[src/rtl/cg_pkg.sv]
`timescale 1ns/1ps
package cg_pkg;
    localparam logic [31:0] FNV_BASIS = 32'h811C9DC5;
    localparam logic [31:0] FNV_PRIME = 32'h01000193;

    // flag bit positions inside the flag field
    localparam int FLAG_G = 0;
    localparam int FLAG_B = 1;
    localparam int FLAG_F = 2;

    typedef enum logic [3:0] {
        S_IDLE, S_VERSION, S_SEAL_CHECK, S_BOUNDS, S_BCHECK,
        S_FCHECK, S_RESEAL, S_GCLEAR, S_COMMIT, S_FAULT
    } gate_state_t;

    typedef enum logic [2:0] {
        C_NONE   = 3'd0,
        C_VER    = 3'd1,
        C_SEAL   = 3'd2,
        C_BOUNDS = 3'd3,
        C_BBIT   = 3'd4
    } fault_cause_t;
endpackage

[src/rtl/cg_fnv_engine.sv]
`timescale 1ns/1ps
// Byte-serial FNV-1a 32-bit hasher. A go pulse restarts it; it then
// consumes nbytes bytes of word, lowest byte first, one per cycle, and
// pulses done once the final product is in hash.
module cg_fnv_engine
    import cg_pkg::*;
#(
    parameter int MAXB = 5,
    localparam int CW = $clog2(MAXB + 1)
) (
    input  logic              clk,
    input  logic              rst_n,
    input  logic              go,
    input  logic [8*MAXB-1:0] word,
    input  logic [CW-1:0]     nbytes,
    output logic [31:0]       hash,
    output logic              done
);
    logic          active;
    logic [CW-1:0] cnt;
    logic [7:0]    cur_byte;
    logic          last;

    assign cur_byte = word[int'(cnt)*8 +: 8];
    assign last     = (cnt == nbytes - 1'b1);

    always_ff @(posedge clk or negedge rst_n) begin
        if (!rst_n) begin
            hash   <= FNV_BASIS;
            cnt    <= '0;
            active <= 1'b0;
            done   <= 1'b0;
        end else begin
            done <= 1'b0;
            if (go) begin
                hash   <= FNV_BASIS;
                cnt    <= '0;
                active <= 1'b1;
            end else if (active) begin
                hash <= (hash ^ {24'h0, cur_byte}) * FNV_PRIME;
                if (last) begin
                    active <= 1'b0;
                    done   <= 1'b1;
                end else begin
                    cnt <= cnt + 1'b1;
                end
            end
        end
    end

    // a finished hash always follows a running pass
    assert_done_after_run_R8: assert property (
        @(posedge clk) disable iff (!rst_n) done |-> $past(active));

    // a restart always leaves the engine running next cycle
    assert_go_starts_R3: assert property (
        @(posedge clk) disable iff (!rst_n) go |=> active);
endmodule

[src/rtl/cg_slot_store.sv]
`timescale 1ns/1ps
// Register array of capability slots: one write port, two read ports
// (one for read-back, one for the target-slot F-bit probe).
module cg_slot_store #(
    parameter int SLOTS   = 8,
    parameter int ENTRY_W = 32,
    localparam int IDX_W  = $clog2(SLOTS)
) (
    input  logic               clk,
    input  logic               rst_n,
    input  logic               we,
    input  logic [IDX_W-1:0]   waddr,
    input  logic [ENTRY_W-1:0] wentry,
    input  logic [31:0]        wseal,
    input  logic [IDX_W-1:0]   ra_addr,
    output logic [ENTRY_W-1:0] ra_entry,
    output logic [31:0]        ra_seal,
    input  logic [IDX_W-1:0]   rb_addr,
    output logic [ENTRY_W-1:0] rb_entry
);
    logic [ENTRY_W-1:0] ent_q  [SLOTS];
    logic [31:0]        seal_q [SLOTS];

    always_ff @(posedge clk or negedge rst_n) begin
        if (!rst_n) begin
            for (int i = 0; i < SLOTS; i++) begin
                ent_q[i]  <= '0;
                seal_q[i] <= '0;
            end
        end else if (we) begin
            ent_q[waddr]  <= wentry;
            seal_q[waddr] <= wseal;
        end
    end

    assign ra_entry = ent_q[ra_addr];
    assign ra_seal  = seal_q[ra_addr];
    assign rb_entry = ent_q[rb_addr];

    // a write strobe lands its data in the addressed slot
    assert_commit_lands_R10: assert property (
        @(posedge clk) disable iff (!rst_n)
        $past(we) |-> (ent_q[$past(waddr)] == $past(wentry)
                       && seal_q[$past(waddr)] == $past(wseal)));
endmodule

[src/rtl/cg_commit_seq.sv]
`timescale 1ns/1ps
// Check-and-commit sequencer: latches a request, walks the checks in
// fixed order, drives the hasher twice (validate, reseal) and commits.
module cg_commit_seq
    import cg_pkg::*;
#(
    parameter int SLOTS  = 8,
    parameter int ADDR_W = 16,
    parameter int VER_W  = 8,
    parameter int FLAG_W = 8,
    localparam int IDX_W   = $clog2(SLOTS),
    localparam int ENTRY_W = ADDR_W + FLAG_W + VER_W,
    localparam int NB      = ENTRY_W / 8,
    localparam int MAXB    = NB + 1,
    localparam int CW      = $clog2(MAXB + 1)
) (
    input  logic               clk,
    input  logic               rst_n,
    input  logic               start,
    input  logic [VER_W-1:0]   cur_ver,
    input  logic [ENTRY_W-1:0] src_entry,
    input  logic [31:0]        src_seal,
    input  logic [IDX_W-1:0]   list_base,
    input  logic [IDX_W:0]     list_len,
    input  logic [IDX_W-1:0]   slot_idx,
    input  logic [31:0]        hash,
    input  logic               hash_done,
    output logic               hash_go,
    output logic [8*MAXB-1:0]  hash_word,
    output logic [CW-1:0]      hash_nbytes,
    input  logic [ENTRY_W-1:0] tgt_entry,
    output logic [IDX_W-1:0]   tgt_addr,
    output logic               st_we,
    output logic [IDX_W-1:0]   st_addr,
    output logic [ENTRY_W-1:0] st_entry,
    output logic [31:0]        st_seal,
    output logic               busy,
    output logic               done,
    output logic               fault,
    output logic [2:0]         fault_cause,
    output logic               tunnel_valid,
    output logic [ENTRY_W-1:0] tunnel_entry,
    output logic [31:0]        tunnel_seal,
    output logic [IDX_W-1:0]   tunnel_slot
);
    localparam int G_POS  = ADDR_W + FLAG_G;
    localparam int B_POS  = ADDR_W + FLAG_B;
    localparam int F_POS  = ADDR_W + FLAG_F;
    localparam int VER_LO = ADDR_W + FLAG_W;
    localparam logic [IDX_W:0]     SLOT_LIMIT = (IDX_W + 1)'(SLOTS);
    localparam logic [ENTRY_W-1:0] G_MASK     = ~(ENTRY_W'(1) << G_POS);

    gate_state_t  state, nxt;
    fault_cause_t cause_q, nxt_cause;

    logic [ENTRY_W-1:0] l_entry;
    logic [31:0]        l_seal;
    logic [VER_W-1:0]   l_ver;
    logic [IDX_W-1:0]   l_base;
    logic [IDX_W:0]     l_len;
    logic [IDX_W-1:0]   l_idx;
    logic               l_fwd;
    logic [31:0]        new_seal;

    logic [IDX_W:0]     phys_wide;
    logic [IDX_W-1:0]   phys;
    logic               in_bounds;
    logic               ver_ok;
    logic [ENTRY_W-1:0] masked;
    logic               src_phase;

    assign phys_wide = {1'b0, l_base} + {1'b0, l_idx};
    assign phys      = phys_wide[IDX_W-1:0];
    assign in_bounds = ({1'b0, l_idx} < l_len) && (phys_wide < SLOT_LIMIT);
    assign ver_ok    = (l_entry[VER_LO +: VER_W] == l_ver);
    assign masked    = l_entry & G_MASK;

    // ---------------- state register ----------------
    always_ff @(posedge clk or negedge rst_n) begin
        if (!rst_n) state <= S_IDLE;
        else        state <= nxt;
    end

    // ---------------- next state ----------------
    always_comb begin
        nxt       = state;
        nxt_cause = C_NONE;
        unique case (state)
            S_IDLE:       if (start) nxt = S_VERSION;
            S_VERSION: begin
                if (ver_ok) nxt = S_SEAL_CHECK;
                else begin
                    nxt       = S_FAULT;
                    nxt_cause = C_VER;
                end
            end
            S_SEAL_CHECK: begin
                if (hash_done) begin
                    if (hash == l_seal) nxt = S_BOUNDS;
                    else begin
                        nxt       = S_FAULT;
                        nxt_cause = C_SEAL;
                    end
                end
            end
            S_BOUNDS: begin
                if (in_bounds) nxt = S_BCHECK;
                else begin
                    nxt       = S_FAULT;
                    nxt_cause = C_BOUNDS;
                end
            end
            S_BCHECK: begin
                if (l_entry[B_POS]) nxt = S_FCHECK;
                else begin
                    nxt       = S_FAULT;
                    nxt_cause = C_BBIT;
                end
            end
            S_FCHECK:     nxt = S_RESEAL;
            S_RESEAL:     if (hash_done) nxt = S_GCLEAR;
            S_GCLEAR:     nxt = S_COMMIT;
            S_COMMIT:     nxt = S_IDLE;
            S_FAULT:      nxt = S_FAULT;
            default:      nxt = S_IDLE;
        endcase
    end

    // ---------------- request datapath ----------------
    always_ff @(posedge clk or negedge rst_n) begin
        if (!rst_n) begin
            l_entry  <= '0;
            l_seal   <= '0;
            l_ver    <= '0;
            l_base   <= '0;
            l_len    <= '0;
            l_idx    <= '0;
            l_fwd    <= 1'b0;
            new_seal <= '0;
            cause_q  <= C_NONE;
        end else begin
            if (state == S_IDLE && start) begin
                l_entry <= src_entry;
                l_seal  <= src_seal;
                l_ver   <= cur_ver;
                l_base  <= list_base;
                l_len   <= list_len;
                l_idx   <= slot_idx;
            end
            if (nxt == S_FAULT && state != S_FAULT) cause_q <= nxt_cause;
            if (state == S_FCHECK) l_fwd <= tgt_entry[F_POS];
            if (state == S_RESEAL && hash_done) new_seal <= hash;
            if (state == S_GCLEAR) l_entry[G_POS] <= 1'b0;
        end
    end

    // ---------------- outputs ----------------
    assign src_phase = (state == S_VERSION) || (state == S_SEAL_CHECK);

    always_comb begin
        hash_go      = (state == S_VERSION && ver_ok) || (state == S_FCHECK);
        hash_word    = src_phase ? {8'h00, masked} : {8'(phys), masked};
        hash_nbytes  = src_phase ? CW'(NB) : CW'(MAXB);
        tgt_addr     = phys;
        st_we        = (state == S_COMMIT) && !l_fwd;
        st_addr      = phys;
        st_entry     = l_entry;
        st_seal      = new_seal;
        busy         = (state != S_IDLE) && (state != S_FAULT);
        done         = (state == S_COMMIT);
        fault        = (state == S_FAULT);
        fault_cause  = cause_q;
        tunnel_valid = (state == S_COMMIT) && l_fwd;
        tunnel_entry = l_entry;
        tunnel_seal  = new_seal;
        tunnel_slot  = phys;
    end

    // the fault state is never left without reset
    assert_fault_sticky_R11: assert property (
        @(posedge clk) disable iff (!rst_n) fault |=> fault);

    // a fault always names the stage that stopped the request
    assert_fault_named_R6: assert property (
        @(posedge clk) disable iff (!rst_n) fault |-> (fault_cause != C_NONE));

    // completion is a single-cycle pulse
    assert_done_single_R12: assert property (
        @(posedge clk) disable iff (!rst_n) done |=> !done);
endmodule

[src/rtl/cl_commit_gate.sv]
`timescale 1ns/1ps
module cl_commit_gate
    import cg_pkg::*;
#(
    parameter int SLOTS  = 8,
    parameter int ADDR_W = 16,
    parameter int VER_W  = 8,
    parameter int FLAG_W = 8,
    localparam int IDX_W   = $clog2(SLOTS),
    localparam int ENTRY_W = ADDR_W + FLAG_W + VER_W,
    localparam int MAXB    = ENTRY_W / 8 + 1,
    localparam int CW      = $clog2(MAXB + 1)
) (
    input  logic               clk,
    input  logic               rst_n,
    input  logic               start,
    input  logic [VER_W-1:0]   cur_ver,
    input  logic [ENTRY_W-1:0] src_entry,
    input  logic [31:0]        src_seal,
    input  logic [IDX_W-1:0]   list_base,
    input  logic [IDX_W:0]     list_len,
    input  logic [IDX_W-1:0]   slot_idx,
    input  logic [IDX_W-1:0]   rd_slot,
    output logic [ENTRY_W-1:0] rd_entry,
    output logic [31:0]        rd_seal,
    output logic               busy,
    output logic               done,
    output logic               fault,
    output logic [2:0]         fault_cause,
    output logic               tunnel_valid,
    output logic [ENTRY_W-1:0] tunnel_entry,
    output logic [31:0]        tunnel_seal,
    output logic [IDX_W-1:0]   tunnel_slot
);
    localparam int G_POS = ADDR_W + FLAG_G;

    logic               hash_go, hash_done;
    logic [8*MAXB-1:0]  hash_word;
    logic [CW-1:0]      hash_nbytes;
    logic [31:0]        hash;
    logic [ENTRY_W-1:0] tgt_entry;
    logic [IDX_W-1:0]   tgt_addr;
    logic               st_we;
    logic [IDX_W-1:0]   st_addr;
    logic [ENTRY_W-1:0] st_entry;
    logic [31:0]        st_seal;

    cg_commit_seq #(
        .SLOTS(SLOTS), .ADDR_W(ADDR_W), .VER_W(VER_W), .FLAG_W(FLAG_W)
    ) u_seq (
        .clk(clk), .rst_n(rst_n), .start(start), .cur_ver(cur_ver),
        .src_entry(src_entry), .src_seal(src_seal),
        .list_base(list_base), .list_len(list_len), .slot_idx(slot_idx),
        .hash(hash), .hash_done(hash_done), .hash_go(hash_go),
        .hash_word(hash_word), .hash_nbytes(hash_nbytes),
        .tgt_entry(tgt_entry), .tgt_addr(tgt_addr),
        .st_we(st_we), .st_addr(st_addr), .st_entry(st_entry), .st_seal(st_seal),
        .busy(busy), .done(done), .fault(fault), .fault_cause(fault_cause),
        .tunnel_valid(tunnel_valid), .tunnel_entry(tunnel_entry),
        .tunnel_seal(tunnel_seal), .tunnel_slot(tunnel_slot)
    );

    cg_fnv_engine #(.MAXB(MAXB)) u_fnv (
        .clk(clk), .rst_n(rst_n), .go(hash_go), .word(hash_word),
        .nbytes(hash_nbytes), .hash(hash), .done(hash_done)
    );

    cg_slot_store #(.SLOTS(SLOTS), .ENTRY_W(ENTRY_W)) u_store (
        .clk(clk), .rst_n(rst_n), .we(st_we), .waddr(st_addr),
        .wentry(st_entry), .wseal(st_seal),
        .ra_addr(rd_slot), .ra_entry(rd_entry), .ra_seal(rd_seal),
        .rb_addr(tgt_addr), .rb_entry(tgt_entry)
    );

    // nothing reaches the array with its G-bit still set
    assert_gbit_clear_R9: assert property (
        @(posedge clk) disable iff (!rst_n) st_we |-> !st_entry[G_POS]);

    // a forwarded write leaves the probed target slot untouched
    assert_tunnel_keeps_slot_R7: assert property (
        @(posedge clk) disable iff (!rst_n) tunnel_valid |=> $stable(tgt_entry));
endmodule

[config.mk]
export PLATFORM = sky130hd
export DESIGN_NAME = cl_commit_gate
export DESIGN_NICKNAME = d
export VERILOG_FILES = /design/src/rtl/cg_pkg.sv /design/src/rtl/cg_fnv_engine.sv /design/src/rtl/cg_slot_store.sv /design/src/rtl/cg_commit_seq.sv /design/src/rtl/cl_commit_gate.sv
export SDC_FILE = /design/constraint.sdc
export NUM_CORES = 1
export LEC_CHECK = 0
export ABC_CLOCK_PERIOD_IN_PS = 7500
export BUFFER_PORTS_ARGS = -buffer_cell sky130_fd_sc_hd__buf_2
export CAP_MARGIN = 20
export CORE_MARGIN = 1.5
export CORE_UTILIZATION = 60
export DETAILED_ROUTE_END_ITERATION = 7
export PLACE_DENSITY = 0.79
export SYNTH_ARGS = -nofsm -noshare
export SYNTH_HDL_FRONTEND = slang
export SYNTH_HIERARCHICAL = 1
export SYNTH_SLANG_ARGS = --single-unit
[constraint.sdc]
create_clock -name clk -period 7.5 [get_ports clk]
set_clock_uncertainty 0.15 [all_clocks]
set_input_delay 0.75 -clock clk [delete_from_list [all_inputs] [get_ports clk]]
set_output_delay 0.75 -clock clk [all_outputs]
set_load 0.02 [all_outputs]
# Yosys cells after proc, flatten, opt, wreduce, memory -nomap -nowiden
# Index checks and enable logic that the tools add are counted.
dict set report word_totals {
  ff_bits 671
  input_bits 88
  out_inout_bits 138
  word_cells 118
}
dict set report op_classes {
  add_sub_neg 3
  mul 1
  n_lt_le_gt_ge 5
  n_eq_ne 15
  n_shift 1
  n_mux 42
  n_bitwise 3
  n_reduce_logical 17
}
# operator count
set ops {}
lappend ops {{$bwmux W256} 2}
lappend ops {{$bmux W32 S3} 3}
lappend ops {{$mux W32} 7}
lappend ops {{$demux W32 S3} 1}
lappend ops {{$shiftx A40 B7 Y8} 1}
lappend ops {{$mux W19} 2}
lappend ops {{$pmux W4 S9} 1}
lappend ops {{$mux W35} 1}
lappend ops {{$eq A32 B32 Y1} 1}
lappend ops {{$mul A32 B25 Y32 const B} 1}
lappend ops {{$xor A32 B8 Y32} 1}
lappend ops {{$mux W4} 7}
lappend ops {{$mux W17} 1}
lappend ops {{$eq A4 B3 Y1 const B} 4}
lappend ops {{$mux W3} 5}
lappend ops {{$eq A4 B4 Y1 const B} 3}
lappend ops {{$pmux W3 S4} 1}
lappend ops {{$logic_and A1 B1 Y1} 9}
lappend ops {{$mux W1} 9}
lappend ops {{$eq A4 B2 Y1 const B} 2}
lappend ops {{$eq A8 B8 Y1} 1}
lappend ops {{$ge A4 B4 Y1 const B} 2}
lappend ops {{$not A3 Y4} 2}
lappend ops {{$add A3 B3 Y4} 1}
lappend ops {{other kinds (16)} 19}

# Logic depth before layout (Yosys ltp)
# Gate-level depths: netlist of run 1.
dict set report depth {
  ltp_word 8
  ltp_mapped 26
}

# Hierarchy
# The synthesis of run 1 kept the hierarchy.
# mod n_inst cells_each area_per_inst_um2 seq_area_each_um2
set modules_own_cells {}
lappend modules_own_cells {cg_slot_store 1 1428 24676.2 12812.3}
lappend modules_own_cells {cg_fnv_engine 1 797 7676.1 943.4}
lappend modules_own_cells {cg_commit_seq 1 491 6160.9 3052.9}

# Worst setup path after synthesis of run 1
# No wires, ideal clock.
dict set report synth_path {
  path_kind {register to register}
  startpoint {register u_seq.l_idx[0]}
  endpoint {register u_fnv.hash[30]}
  setup_time_ns 0.122
  arrival_time_ns 6.319
  t_required_ns 7.228
  setup_slack_ns 0.910
  stages_incl_launch_ff 26
  period_less_slack_ns 6.590
  cell_sequence {dfrtp_1 -> ha_1 -> inv_1 -> fa_1 -> xnor2_1 -> and2_1 -> a22oi_1 -> xnor2_1 -> ha_1 -> ha_1 -> fa_1 -> ha_1 -> fa_1 -> ha_1 -> inv_1 -> fa_1 -> inv_1 -> ha_1 -> a211oi_2 -> nor2_1 -> o41ai_4 -> o22ai_2 -> nor4_4 -> o31ai_2 -> a21o_1 -> a32o_1}
}
dict set report synth_between {
  elab_chain_cells 7
}
# item line_no
set synth_lines {}
lappend synth_lines {{start, declared} cg_commit_seq.sv:61} ;# logic [IDX_W-1:0] l_idx;
lappend synth_lines {{start signal, assigned} cg_commit_seq.sv:148} ;# l_idx <= slot_idx;
lappend synth_lines {{$add A3 B3 Y4} cg_commit_seq.sv:72} ;# assign phys_wide = {1'b0, l_base} + {1'b0, l_idx};
lappend synth_lines {{via st_addr[2]} cl_commit_gate.sv:44} ;# logic [IDX_W-1:0] st_addr;
lappend synth_lines {{$mux W35} cg_commit_seq.sv:162} ;# hash_word = src_phase ? {8'h00, masked} : {8'(phys), masked};
lappend synth_lines {{via hash_word[34]} cl_commit_gate.sv:38} ;# logic [8*MAXB-1:0] hash_word;
lappend synth_lines {{$shiftx A40 B7 Y8} cg_fnv_engine.sv:24} ;# assign cur_byte = word[int'(cnt)*8 +: 8];
lappend synth_lines {{$xor A32 B8 Y32} cg_fnv_engine.sv:40} ;# hash <= (hash ^ {24'h0, cur_byte}) * FNV_PRIME;
lappend synth_lines {{$mul A32 B25 Y32} cg_fnv_engine.sv:40}
lappend synth_lines {{$mux W32} cg_fnv_engine.sv:39} ;# end else if (active) begin
lappend synth_lines {{$mux W32} cg_fnv_engine.sv:35} ;# if (go) begin
lappend synth_lines {{end signal, assigned} cg_fnv_engine.sv:40}
lappend synth_lines {{end, declared} cg_fnv_engine.sv:16} ;# output logic [31:0] hash,
# The timed path passes the listed nets, and every way through them passes these cells. The select of a mux whose other input is x is not followed.
# A chain may end at the register's enable or synchronous reset.

# Worst setup path in the final report of run 1
dict set report layout_path {
  startpoint {register u_fnv.cnt[0]}
  endpoint {register u_fnv.hash[30]}
}
dict set report layout_between {
  elab_chain_cells 5
}
# item line_no
set layout_lines {}
lappend layout_lines {{start, declared} cg_fnv_engine.sv:20} ;# logic [CW-1:0] cnt;
lappend layout_lines {{start signal, assigned} cg_fnv_engine.sv:45} ;# cnt <= cnt + 1'b1;
lappend layout_lines {{$shiftx A40 B7 Y8} cg_fnv_engine.sv:24}
lappend layout_lines {{$xor A32 B8 Y32} cg_fnv_engine.sv:40}
lappend layout_lines {{$mul A32 B25 Y32} cg_fnv_engine.sv:40}
lappend layout_lines {{$mux W32} cg_fnv_engine.sv:39}
lappend layout_lines {{$mux W32} cg_fnv_engine.sv:35}
# Every way passes these cells. The select of a mux whose other input is x is not followed.

==> results of run 1 <==
## worst register-to-register path, delay by kind of cell, from the launching register on
family	cells	cell delay [ps]
adders and majority gates	8	3000
AOI/OAI and AO/OA	7	1670
DFF	1	730
muxes	1	590
and+or+nand+nor	2	460
xor gates and xnor gates	1	260
buffers and inverters	2	90
## sequential cells by signal (all words and copies together) (netlist names)
signal / count
u_seq/l_fwd: 1
u_seq/l_base: 3
u_seq/l_idx: 3
u_store/ent_q: 256
u_seq/l_len: 4
u_fnv/hash: 32
u_seq/st_entry: 32
u_seq/fault_cause: 3
u_fnv/cnt: 3
u_seq/state: 4
u_seq/l_seal: 32
u_fnv/active: 1
u_store/seal_q: 256
u_fnv/done: 1
u_seq/st_seal: 32
u_seq/l_ver: 8
## cell usage in the layout, fill, tap and decap left out, types with 4 or more instances in the layout
cell type    n
nor3_1      10
a21o_1      12
a22oi_1      7
inv_1      201
nand4_1      9
o21ai_0     26
mux4_2     138
clkinv_2     9
buf_4       40
clkbuf_1    20
o21bai_1     4
or2_2        5
buf_2      222
xnor2_1     65
clkbuf_16   75
ha_1       191
conb_1       8
nand2_1     35
mux2_2     692
a211o_1      4
mux2i_1     10
o211ai_1     5
xor2_1      19
nand2b_1    12
a21oi_1     33
dfstp_2     14
fa_1        75
nor2_1      47
nor2b_1      5
clkbuf_8    13
bufinv_16    4
nand3_1      7
dfrtp_1    657
and2_1       9
nor4_1       4
o21ai_1      7
a31oi_1      5
## worst paths after layout
check                                   start                  to  slack [ps]
max                              u_fnv/cnt[0]      u_fnv/hash[30]         430
min                                     rst_n  u_store/seal_q[16]          60
max reg2reg                      u_fnv/cnt[0]      u_fnv/hash[30]         430
min reg2reg                u_store/seal_q[93]  u_store/seal_q[93]         350
max in group asynchronous               rst_n  u_store/ent_q[164]        5480
min in group clk                src_entry[13]  u_seq/st_entry[13]         210
## cell type report
| class | instances | area share |
|---|---|---|
| Tap cell | 782 | 0.0244 |
| Antenna cell | 1 | 0.0000623 |
| Inverter | 202 | 0.0189 |
| Sequential cell | 671 | 0.419 |
| Clock buffer | 107 | 0.0527 |
| Clock inverter | 20 | 0.00586 |
| Timing Repair Buffer | 269 | 0.0382 |
| Multi-Input combinational cell | 1510 | 0.441 |
## routing by layer
metal / routed length (um) / up-vias / global-route usage
met1: 38000 / 11500 / 0.401
met4: 2290 / 0 / 0.0878
met2: 41800 / 654 / 0.457
li1: - / 9411 / -
met5: 0 / - / 0
met3: 4420 / 143 / 0.0384
## metrics by stage
step           hold slack (ps)  instance area, sq um  std cells  setup slack [ps]  utilization
6_report                  62.7                 40100       3562               428        0.664
5_1_grt                    168                 40100       3561               108        0.664
4_1_cts                    138                 40100       3558               440        0.663
3_5_place_dp               338                 37700       3431               475        0.624
3_3_place_gp               331                 37700       3431               605        0.624
2_1_floorplan              304                 36700       2619               910            -
==> metrics.log, run 1 <==
INFO  metric slew_violations = 0
INFO  metric drt-total-wl = 86,500 um
INFO  metric floorplan.die.height = 250 um
INFO  metric reg2regPathDepth = 21
INFO  metric critical_path.most_common_cell = ha_1
INFO  metric vias = 21,700
INFO  metric yosysWarningCount = 6
INFO  metric cp_cell_sequence = mux4_2 > a22oi_1 > xnor2_1 > ha_1 > ha_1 > fa_1 > ha_1 > fa_1 > ha_1 > inv_1 > fa_1 > inv_1 > ha_1 > a211oi_2 > nor2_1 > o41ai_4 > o22ai_2 > nor4_4 > o31ai_2 > a21o_1 > a32o_1
INFO  metric cpLargestDelayFamily = adder cells
INFO  metric grt_setup_unrepaired = false
INFO  metric synth_area = 36,700 sq um
INFO  metric fillers = 4,181
INFO  metric grt.total_usage = 0.283
INFO  metric cts_buffers = 71
INFO  metric finalCriticalPeriod = 7070 ps
INFO  metric vias_per_cell = 6.09
INFO  metric areaGrowthSynthToFinish = 9.32%
INFO  metric clock-root-buffer = clkbuf_16
INFO  metric area_of_the_die = 62,700 sq um
INFO  metric first_global_vias = 23,400
INFO  metric first_iter_violations = 1,522
INFO  metric worstPathMaxFanout = 13
INFO  metric htree_num_levels = 3
INFO  metric max_slew.worst_pin.slew = 1130 ps
INFO  metric combined_flip_flop_and_latch_cell_area = 16,800 sq um
INFO  metric drt_pass1_iterations = 7
INFO  metric cts-root-to-sink-buffers = 3
INFO  metric final.setup.tns = 0 ps
INFO  metric syn-instance-count = 2,613
INFO  metric critPathLaunchType = flip-flop
INFO  metric cpMaxStageDelayCell = dfrtp_1
INFO  metric initial_util = 0.607
INFO  metric number_of_cells_on_the_critical_path = 21
INFO  metric worst_ep_arrival = 7410 ps
INFO  metric worst_setup_path_end_kind = flip-flop
INFO  metric multi_input_comb_area = 17,700 sq um
INFO  metric timing.final.crit_share = 0.943
INFO  metric postSynthAreaPerCell = 14.1 sq um
INFO  metric clock-sinks = 671
INFO  metric core_area = 60,500 sq um
INFO  metric worst_skew_pair.late_latency = 620 ps
INFO  metric grt-ovfl-total = 0
INFO  metric max_cap_viol_count = 0
INFO  metric gp_routability_congestion = 0.902
INFO  metric max_freq = 141 MHz
INFO  metric die_w = 250 um
INFO  metric core.rowCount = 90
INFO  metric boundaryPins = 226
INFO  metric buffer_ports.inserted = 225
INFO  metric max-slew-margin-rel = 0.246
INFO  metric grt_first_pass_wirelength = 136,000 um
INFO  metric postRouteAntennaNets = 0
INFO  metric cts_tree = done
INFO  metric post_cts.repair.setup_buffers = 0
INFO  metric hold_violations = 0
INFO  metric cp.required = 7840 ps
INFO  metric worstHoldPathType = primary input to async pin
INFO  metric drt_drc_violations_left = 0
INFO  metric post_cts_resized = 0
INFO  metric post_route_cells_drive_above_1_share = 0.449
INFO  metric run_status = finished clean
INFO  metric final_net_count = 3,079
INFO  metric cp_num_buf_inv = 2
INFO  metric crit_path_kind = flip-flop to flip-flop
INFO  metric post-dp-hpwl = 56,900 um
INFO  metric antenna_found_initial = 2
INFO  metric largest_net_degree_at_the_start_of_global_routing = 186
INFO  metric delay_of_the_slowest_cell_on_the_worst_path = 730 ps
INFO  metric clkSlewWorstSetupHoldPaths = 60 ps
INFO  metric drt-wirelength-per-cell = 24.3 um
INFO  metric number_of_failing_setup_endpoints_in_the_final_timing_report = 0
INFO  metric cts_hold_buffers = 0
Power of run 1 is left out: the tool's default activity adds up to more than one toggle a clock period on the data nets, which glitch-free logic cannot reach.
==> inputs of run 2 (changes only) <==
--- a/config.mk
+++ b/config.mk
@@ -5,7 +5,7 @@
 export SDC_FILE = /design/constraint.sdc
 export NUM_CORES = 1
 export LEC_CHECK = 0
-export ABC_CLOCK_PERIOD_IN_PS = 7500
+export ABC_CLOCK_PERIOD_IN_PS = 6600
 export BUFFER_PORTS_ARGS = -buffer_cell sky130_fd_sc_hd__buf_2
 export CAP_MARGIN = 20
 export CORE_MARGIN = 1.5
==> constraint.sdc (replaced) <==
create_clock -name clk -period 6.6 [get_ports clk]
set_clock_uncertainty 0.15 [all_clocks]
set_input_delay 0.66 -clock clk [delete_from_list [all_inputs] [get_ports clk]]
set_output_delay 0.66 -clock clk [all_outputs]
set_load 0.02 [all_outputs]
==> run 2 against run 1 <==
Effect of this change: maximum frequency grew 8.5%; critical endpoint is now u_fnv/hash[24]; final area is 1.9% higher; non-clock buffer count grew 71; register-to-register slack lost 350 ps; sequential share of layout area shrank 0.76 points; wire length is 2.4% higher; critical path depth rose by 7.
==> metrics.log, run 2 (synthesis results as in run 1) <==
INFO  metric run_status = finished clean
INFO  metric max-slew-margin-rel = 0.284 (+0.0378)
INFO  metric worst_skew_pair.late_latency = 620 ps (about the same)
INFO  metric drt_drc_violations_left = 0 (unchanged)
INFO  metric max_slew.worst_pin.slew = 1070 ps (-56.7 ps)
INFO  metric grt_setup_unrepaired = true
INFO  metric max_freq = 153 MHz (+8.5%)
INFO  metric boundaryPins = 226 (unchanged)
INFO  metric vias_per_cell = 6.07 (-0.34%)
INFO  metric most-common-layout-cells = mux2_2 (692), dfrtp_1 (656), buf_2 (222), inv_1 (198), ha_1 (181)
INFO  metric drt_pass1_iterations = 5 (-2)
INFO  metric antenna_found_initial = 4 (+2)
INFO  metric area_of_the_die = 62,700 sq um (unchanged)
INFO  metric core_area = 60,500 sq um (unchanged)
INFO  metric first_global_vias = 23,900 (+2.0%)
INFO  metric grt.total_usage = 0.289 (+0.00605)
INFO  metric core.rowCount = 90 (unchanged)
INFO  metric number_of_failing_setup_endpoints_in_the_final_timing_report = 0 (unchanged)
INFO  metric final.hold.worst_slack = 115 ps (+52.3 ps)
INFO  metric floorplan.die.height = 250 um (unchanged)
INFO  metric first_iter_violations = 1,890 (+24%)
INFO  metric post_route_cells_drive_above_1_share = 0.475 (+0.0251)
INFO  metric gp_routability_congestion = 0.911 (+0.92%)
INFO  metric slew_violations = 0 (unchanged)
INFO  metric layout.cells.most_common = mux2_2
INFO  metric critPathLaunchType = flip-flop
INFO  metric htree_num_levels = 3 (unchanged)
INFO  metric holdCritStartpoint = src_entry[7]
INFO  metric reg2regPathDepth = 28 (+33%)
INFO  metric clkSlewWorstSetupHoldPaths = 70 ps (about the same)
INFO  metric largest_net_degree_at_the_start_of_global_routing = 202 (+8.6%)
INFO  metric clock-root-buffer = clkbuf_16
INFO  metric postRouteAntennaNets = 0 (unchanged)
INFO  metric final_net_count = 3,151 (+2.3%)
INFO  metric worstHoldPathType = primary input to flip-flop
INFO  metric timing.final.crit_share = 0.987 (+0.0445)
INFO  metric grt-ovfl-total = 0 (unchanged)
INFO  metric worst_setup_path_end_kind = flip-flop
INFO  metric buffer_ports.inserted = 225 (unchanged)
INFO  metric worstPathMaxFanout = 3 (-10)
INFO  metric drt-total-wl = 88,500 um (+2.4%)
INFO  metric initial_util = 0.607 (unchanged)
INFO  metric finalCriticalPeriod = 6520 ps (-555 ps)
INFO  metric cts_buffers = 72 (+1.4%)
INFO  metric cp.required = 6970 ps (-870 ps)
INFO  metric hold_violations = 0 (unchanged)
INFO  metric r2r-start = u_seq/l_idx[0]
INFO  metric setup.worst_path.start = u_seq/l_idx[0]
INFO  metric crit_path_kind = flip-flop to flip-flop
INFO  metric grt_first_pass_wirelength = 139,000 um (+1.8%)
INFO  metric cpMaxStageDelayCell = fa_1
INFO  metric vias = 22,100 (+1.8%)
INFO  metric worst_ep_arrival = 6890 ps (-520 ps)
INFO  metric delay_of_the_slowest_cell_on_the_worst_path = 540 ps (-190 ps)
INFO  metric post-dp-hpwl = 59,200 um (+3.9%)
INFO  metric clock-sinks = 671 (unchanged)
INFO  metric cts_tree = done
INFO  metric cts-root-to-sink-buffers = 3 (unchanged)
INFO  metric biggestRegsByFlops = u_store/ent_q x256, u_store/seal_q x256
INFO  metric max_cap_viol_count = 0 (unchanged)
INFO  metric drt-wirelength-per-cell = 24.3 um (+0.26%)
INFO  metric die_w = 250 um (unchanged)
INFO  metric areaGrowthSynthToFinish = 11.4%
INFO  metric worst_hold_path.num_cells = 2
[run 2: cell types whose count changed in the layout (fill, tap and decap cells not counted), moves of 5 or more]
cell / previous run / this run
buf_4: 40 / 109
ha_1: 191 / 181
ha_2: 0 / 6
clkbuf_8: 13 / 18
xnor2_1: 65 / 60
[run 2: metal layers]
metal,vias to the layer above,wire length [um],GRT usage
li1,9559,-,-
met1,11700,38300,0.403
met2,653,43200,0.468
met3,131,4520,0.0417
met4,0,2580,0.0992
met5,-,0,0
[run 2: repair_timing]
action / 4_1_cts / 5_1_grt
buffers inserted: 0 / 15
hold endpoints to repair: 93 / 0
resized for setup: 11 / 29
pin swaps: 9 / 28
setup endpoints to repair: 10 / 12
hold buffers: 1 / 0
[run 2: path summary, 6_finish.rpt]
| check | end | slack (ps) |
|---|---|---|
| setup / recovery | u_fnv/hash[24] | 80 |
| hold / removal | u_seq/st_entry[7] | 110 |
| setup reg to reg | u_fnv/hash[24] | 80 |
| hold reg to reg | u_store/ent_q[49] | 350 |
| max in group asynchronous | u_store/ent_q[215] | 4190 |
| min in group asynchronous | u_store/seal_q[14] | 530 |
[run 2: metrics by stage]
stage / worst slack (ps) / setup TNS (ps) / util / instances / instance area, sq um
final: 83.0 / 0 / 0.676 / 3637 / 40900
after global routing: -208 / -1210 / 0.676 / 3637 / 40900
after CTS: -4.81 / -4.81 / 0.672 / 3619 / 40600
after detailed placement: -180 / -728 / 0.632 / 3488 / 38200
after global placement: -1.07 / -1.07 / 0.632 / 3488 / 38200
after floorplan: 9.85 / 0 / - / 2619 / 36700
[run 2: layout make-up]
| cell class | count | area (sq um) |
|---|---|---|
| Antenna cell | 2 | 5.00 |
| Clock buffer | 113 | 2150 |
| Clock inverter | 17 | 209 |
| Fill cell | 4034 | 19600 |
| Inverter | 202 | 758 |
| Multi-Input combinational cell | 1510 | 17900 |
| Sequential cell | 671 | 16800 |
| Tap cell | 782 | 978 |
| Timing Repair Buffer | 340 | 2070 |
[run 2: worst max-delay path: cells and delay by family, from the launching register on]
kind                       cells  cell delay (ps)
and+or+nand+nor                3              440
xor gates and xnor gates       3              450
adders and majority gates      9             2950
buffers and inverters          6              610
DFF                            1              360
AOI/OAI and AO/OA              7             1470
Power of run 2 is left out for the same reason.
==> inputs of run 3 (changes only) <==
--- a/config.mk
+++ b/config.mk
@@ -12,6 +12,7 @@
 export CORE_UTILIZATION = 60
 export DETAILED_ROUTE_END_ITERATION = 7
 export PLACE_DENSITY = 0.79
+export SETUP_SLACK_MARGIN = 0.4
 export SYNTH_ARGS = -nofsm -noshare
 export SYNTH_HDL_FRONTEND = slang
 export SYNTH_HIERARCHICAL = 1
==> run 3 against run 2 <==
Effect of this change: first-iteration DRC count decreased by 19%; maximum frequency increased by 0.33%; final area increased by 0.32%; wire length decreased by 0.44%; global-route usage decreased by 0.26 points.
==> metrics.log, run 3 (synthesis results as in run 1) <==
INFO  metric timing.final.crit_share = 0.984 (-0.00330)
INFO  metric first_global_vias = 23,800 (-0.42%)
INFO  metric grt.total_usage = 0.286 (-0.00258)
INFO  metric max-slew-margin-rel = 0.235 (-0.0488)
INFO  metric cts_buffers = 71 (-1.4%)
INFO  metric worstHoldPathType = primary input to async pin
INFO  metric core.rowCount = 90 (unchanged)
INFO  metric worst_skew_pair.late_latency = 620 ps (about the same)
INFO  metric r2r-start = u_fnv/cnt[0]
INFO  metric antenna_found_initial = 6 (+2)
INFO  metric finalCriticalPeriod = 6500 ps (-21.8 ps)
INFO  metric boundaryPins = 226 (unchanged)
INFO  metric reg2regPathDepth = 22 (-21%)
INFO  metric biggestRegsByFlops = u_store/ent_q x256, u_store/seal_q x256
INFO  metric vias_per_cell = 6.09 (+0.27%)
INFO  metric cts_tree = done
INFO  metric die_w = 250 um (unchanged)
INFO  metric area_of_the_die = 62,700 sq um (unchanged)
INFO  metric post-dp-hpwl = 58,200 um (-1.7%)
INFO  metric run_status = finished clean
INFO  metric final.setup.tns = 0 ps (unchanged)
INFO  metric vias = 22,100 (-0.086%)
INFO  metric areaGrowthSynthToFinish = 11.7%
INFO  metric critPathLaunchType = flip-flop
INFO  metric worstPathMaxFanout = 6 (+3)
INFO  metric postPlaceCellArea = 38,100 sq um (-0.13%)
INFO  metric slew_violations = 0 (unchanged)
INFO  metric finish.utilization = 0.678 (+0.00215)
INFO  metric number_of_failing_setup_endpoints_in_the_final_timing_report = 0 (unchanged)
INFO  metric worst_ep_arrival = 6880 ps (about the same)
INFO  metric most-common-layout-cells = mux2_2 (691), dfrtp_1 (656), buf_2 (221), inv_1 (196), ha_1 (172)
INFO  metric worst_setup_path_end_kind = flip-flop
INFO  metric post_route_cells_drive_above_1_share = 0.483 (+0.00798)
INFO  metric initial_util = 0.607 (unchanged)
INFO  metric fillers = 4,103 (+1.7%)
INFO  metric htree_num_levels = 3 (unchanged)
INFO  metric postRouteAntennaNets = 0 (unchanged)
INFO  metric final_net_count = 3,142 (-0.29%)
INFO  metric grt_setup_unrepaired = true
INFO  metric core_area = 60,500 sq um (unchanged)
INFO  metric max_freq = 154 MHz (+0.33%)
INFO  metric drt-wirelength-per-cell = 24.3 um (about the same)
INFO  metric drt_drc_violations_left = 0 (unchanged)
INFO  metric crit_path_kind = flip-flop to flip-flop
INFO  metric regToRegEndpoint = u_fnv/hash[20]
INFO  metric design_area = 41,000 sq um (+0.32%)
INFO  metric largest_net_degree_at_the_start_of_global_routing = 179 (-11%)
INFO  metric layout.cells.most_common = mux2_2
INFO  metric r2r_slack = 100 ps (+20 ps)
INFO  metric hold_violations = 0 (unchanged)
INFO  metric clock-sinks = 671 (unchanged)
INFO  metric clkSlewWorstSetupHoldPaths = 60 ps (about the same)
INFO  metric clock-root-buffer = clkbuf_16
INFO  metric drt-total-wl = 88,200 um (-0.44%)
INFO  metric drt_pass1_iterations = 5 (unchanged)
INFO  metric buffer_ports.inserted = 225 (unchanged)
INFO  metric floorplan.die.height = 250 um (unchanged)
INFO  metric grt-ovfl-total = 0 (unchanged)
INFO  metric max_slew.worst_pin.slew = 1140 ps (+62.8 ps)
INFO  metric first_iter_violations = 1,528 (-19%)
INFO  metric max_cap_viol_count = 0 (unchanged)
INFO  metric grt_first_pass_wirelength = 138,000 um (-0.65%)
INFO  metric cts-root-to-sink-buffers = 3 (unchanged)
INFO  metric cp.required = 6990 ps (+20 ps)
INFO  metric gp_routability_congestion = 0.946 (+3.9%)
INFO  metric final.hold.worst_slack = 46.1 ps (-68.8 ps)
-- run 3: cell types whose count changed in the layout (fill, tap and decap cells not counted), sizes merged --
cell         change
buf              -6
clkinvlp         -2
clkinv           +4
dlygate4sd3      -1
bufinv           +3
clkbuf          -11
inv              -1
diode            +1
-- run 3: through the flow --
stage | cells | worst slack, ps
after global placement | 3469 | 102
after detailed placement | 3469 | -22.3
final | 3624 | 105
after global routing | 3623 | -163
after floorplan | 2619 | 411
after CTS | 3614 | 172
-- run 3: area by class of cell --
cell class,count,area (sq um),area share
clock inverters,21,298,0.00726
clock buffers,103,2070,0.0504
diodes,3,7.51,0.000183
flip-flops and latches,671,16800,0.410
repair buffers,332,2040,0.0497
inverters,202,758,0.0185
well taps,782,978,0.0239
multi-input cells,1510,18100,0.440
-- run 3: worst max-delay path: stages (launching register included) --
cell and delay, ps:
dfrtp_2 470, mux4_2 580, a22oi_1 330, xnor2_1 240
ha_1 330, ha_4 260, fa_1 480, ha_2 210
fa_1 480, ha_1 280, inv_1 50, fa_1 530
inv_1 70, ha_4 240, o21ai_1 180, nor2_2 90
o41ai_4 370, buf_4 190, o32ai_2 70, or3_4 380
a41oi_2 200, xor2_1 170, o21ai_1 80
-- run 3: routing by layer --
layer	global-route usage	part of all wire	vias to the layer above
li1	-	-	9521
met1	0.405	0.43	11700
met2	0.457	0.48	741
met3	0.0474	0.060	148
met4	0.0926	0.027	0
met5	0	0	-
-- run 3: what timing repair did --
action / CTS / global route
setup buffers: 21 / 7
resized for setup: 30 / 33
setup endpoints to repair: 15 / 18
hold endpoints to repair: 0 / 0
hold buffers: 0 / 0
pin swaps: 40 / 21
-- run 3: worst max-delay path by stage --
stage,startpoint,endpoint,slack (ps),cells past startpoint
6_report,u_fnv/cnt[0],u_fnv/hash[20],100,22
5_1_grt,u_seq/st_entry[11],u_fnv/hash[20],-160,22
4_1_cts,u_seq/l_base[0],u_fnv/hash[30],170,25
3_3_place_gp,u_fnv/cnt[0],u_fnv/hash[30],100,21
3_5_place_dp,u_fnv/cnt[0],u_fnv/hash[30],-20,21
2_1_floorplan,u_seq/l_idx[0],u_fnv/hash[30],410,25
Power of run 3 is left out for the same reason.
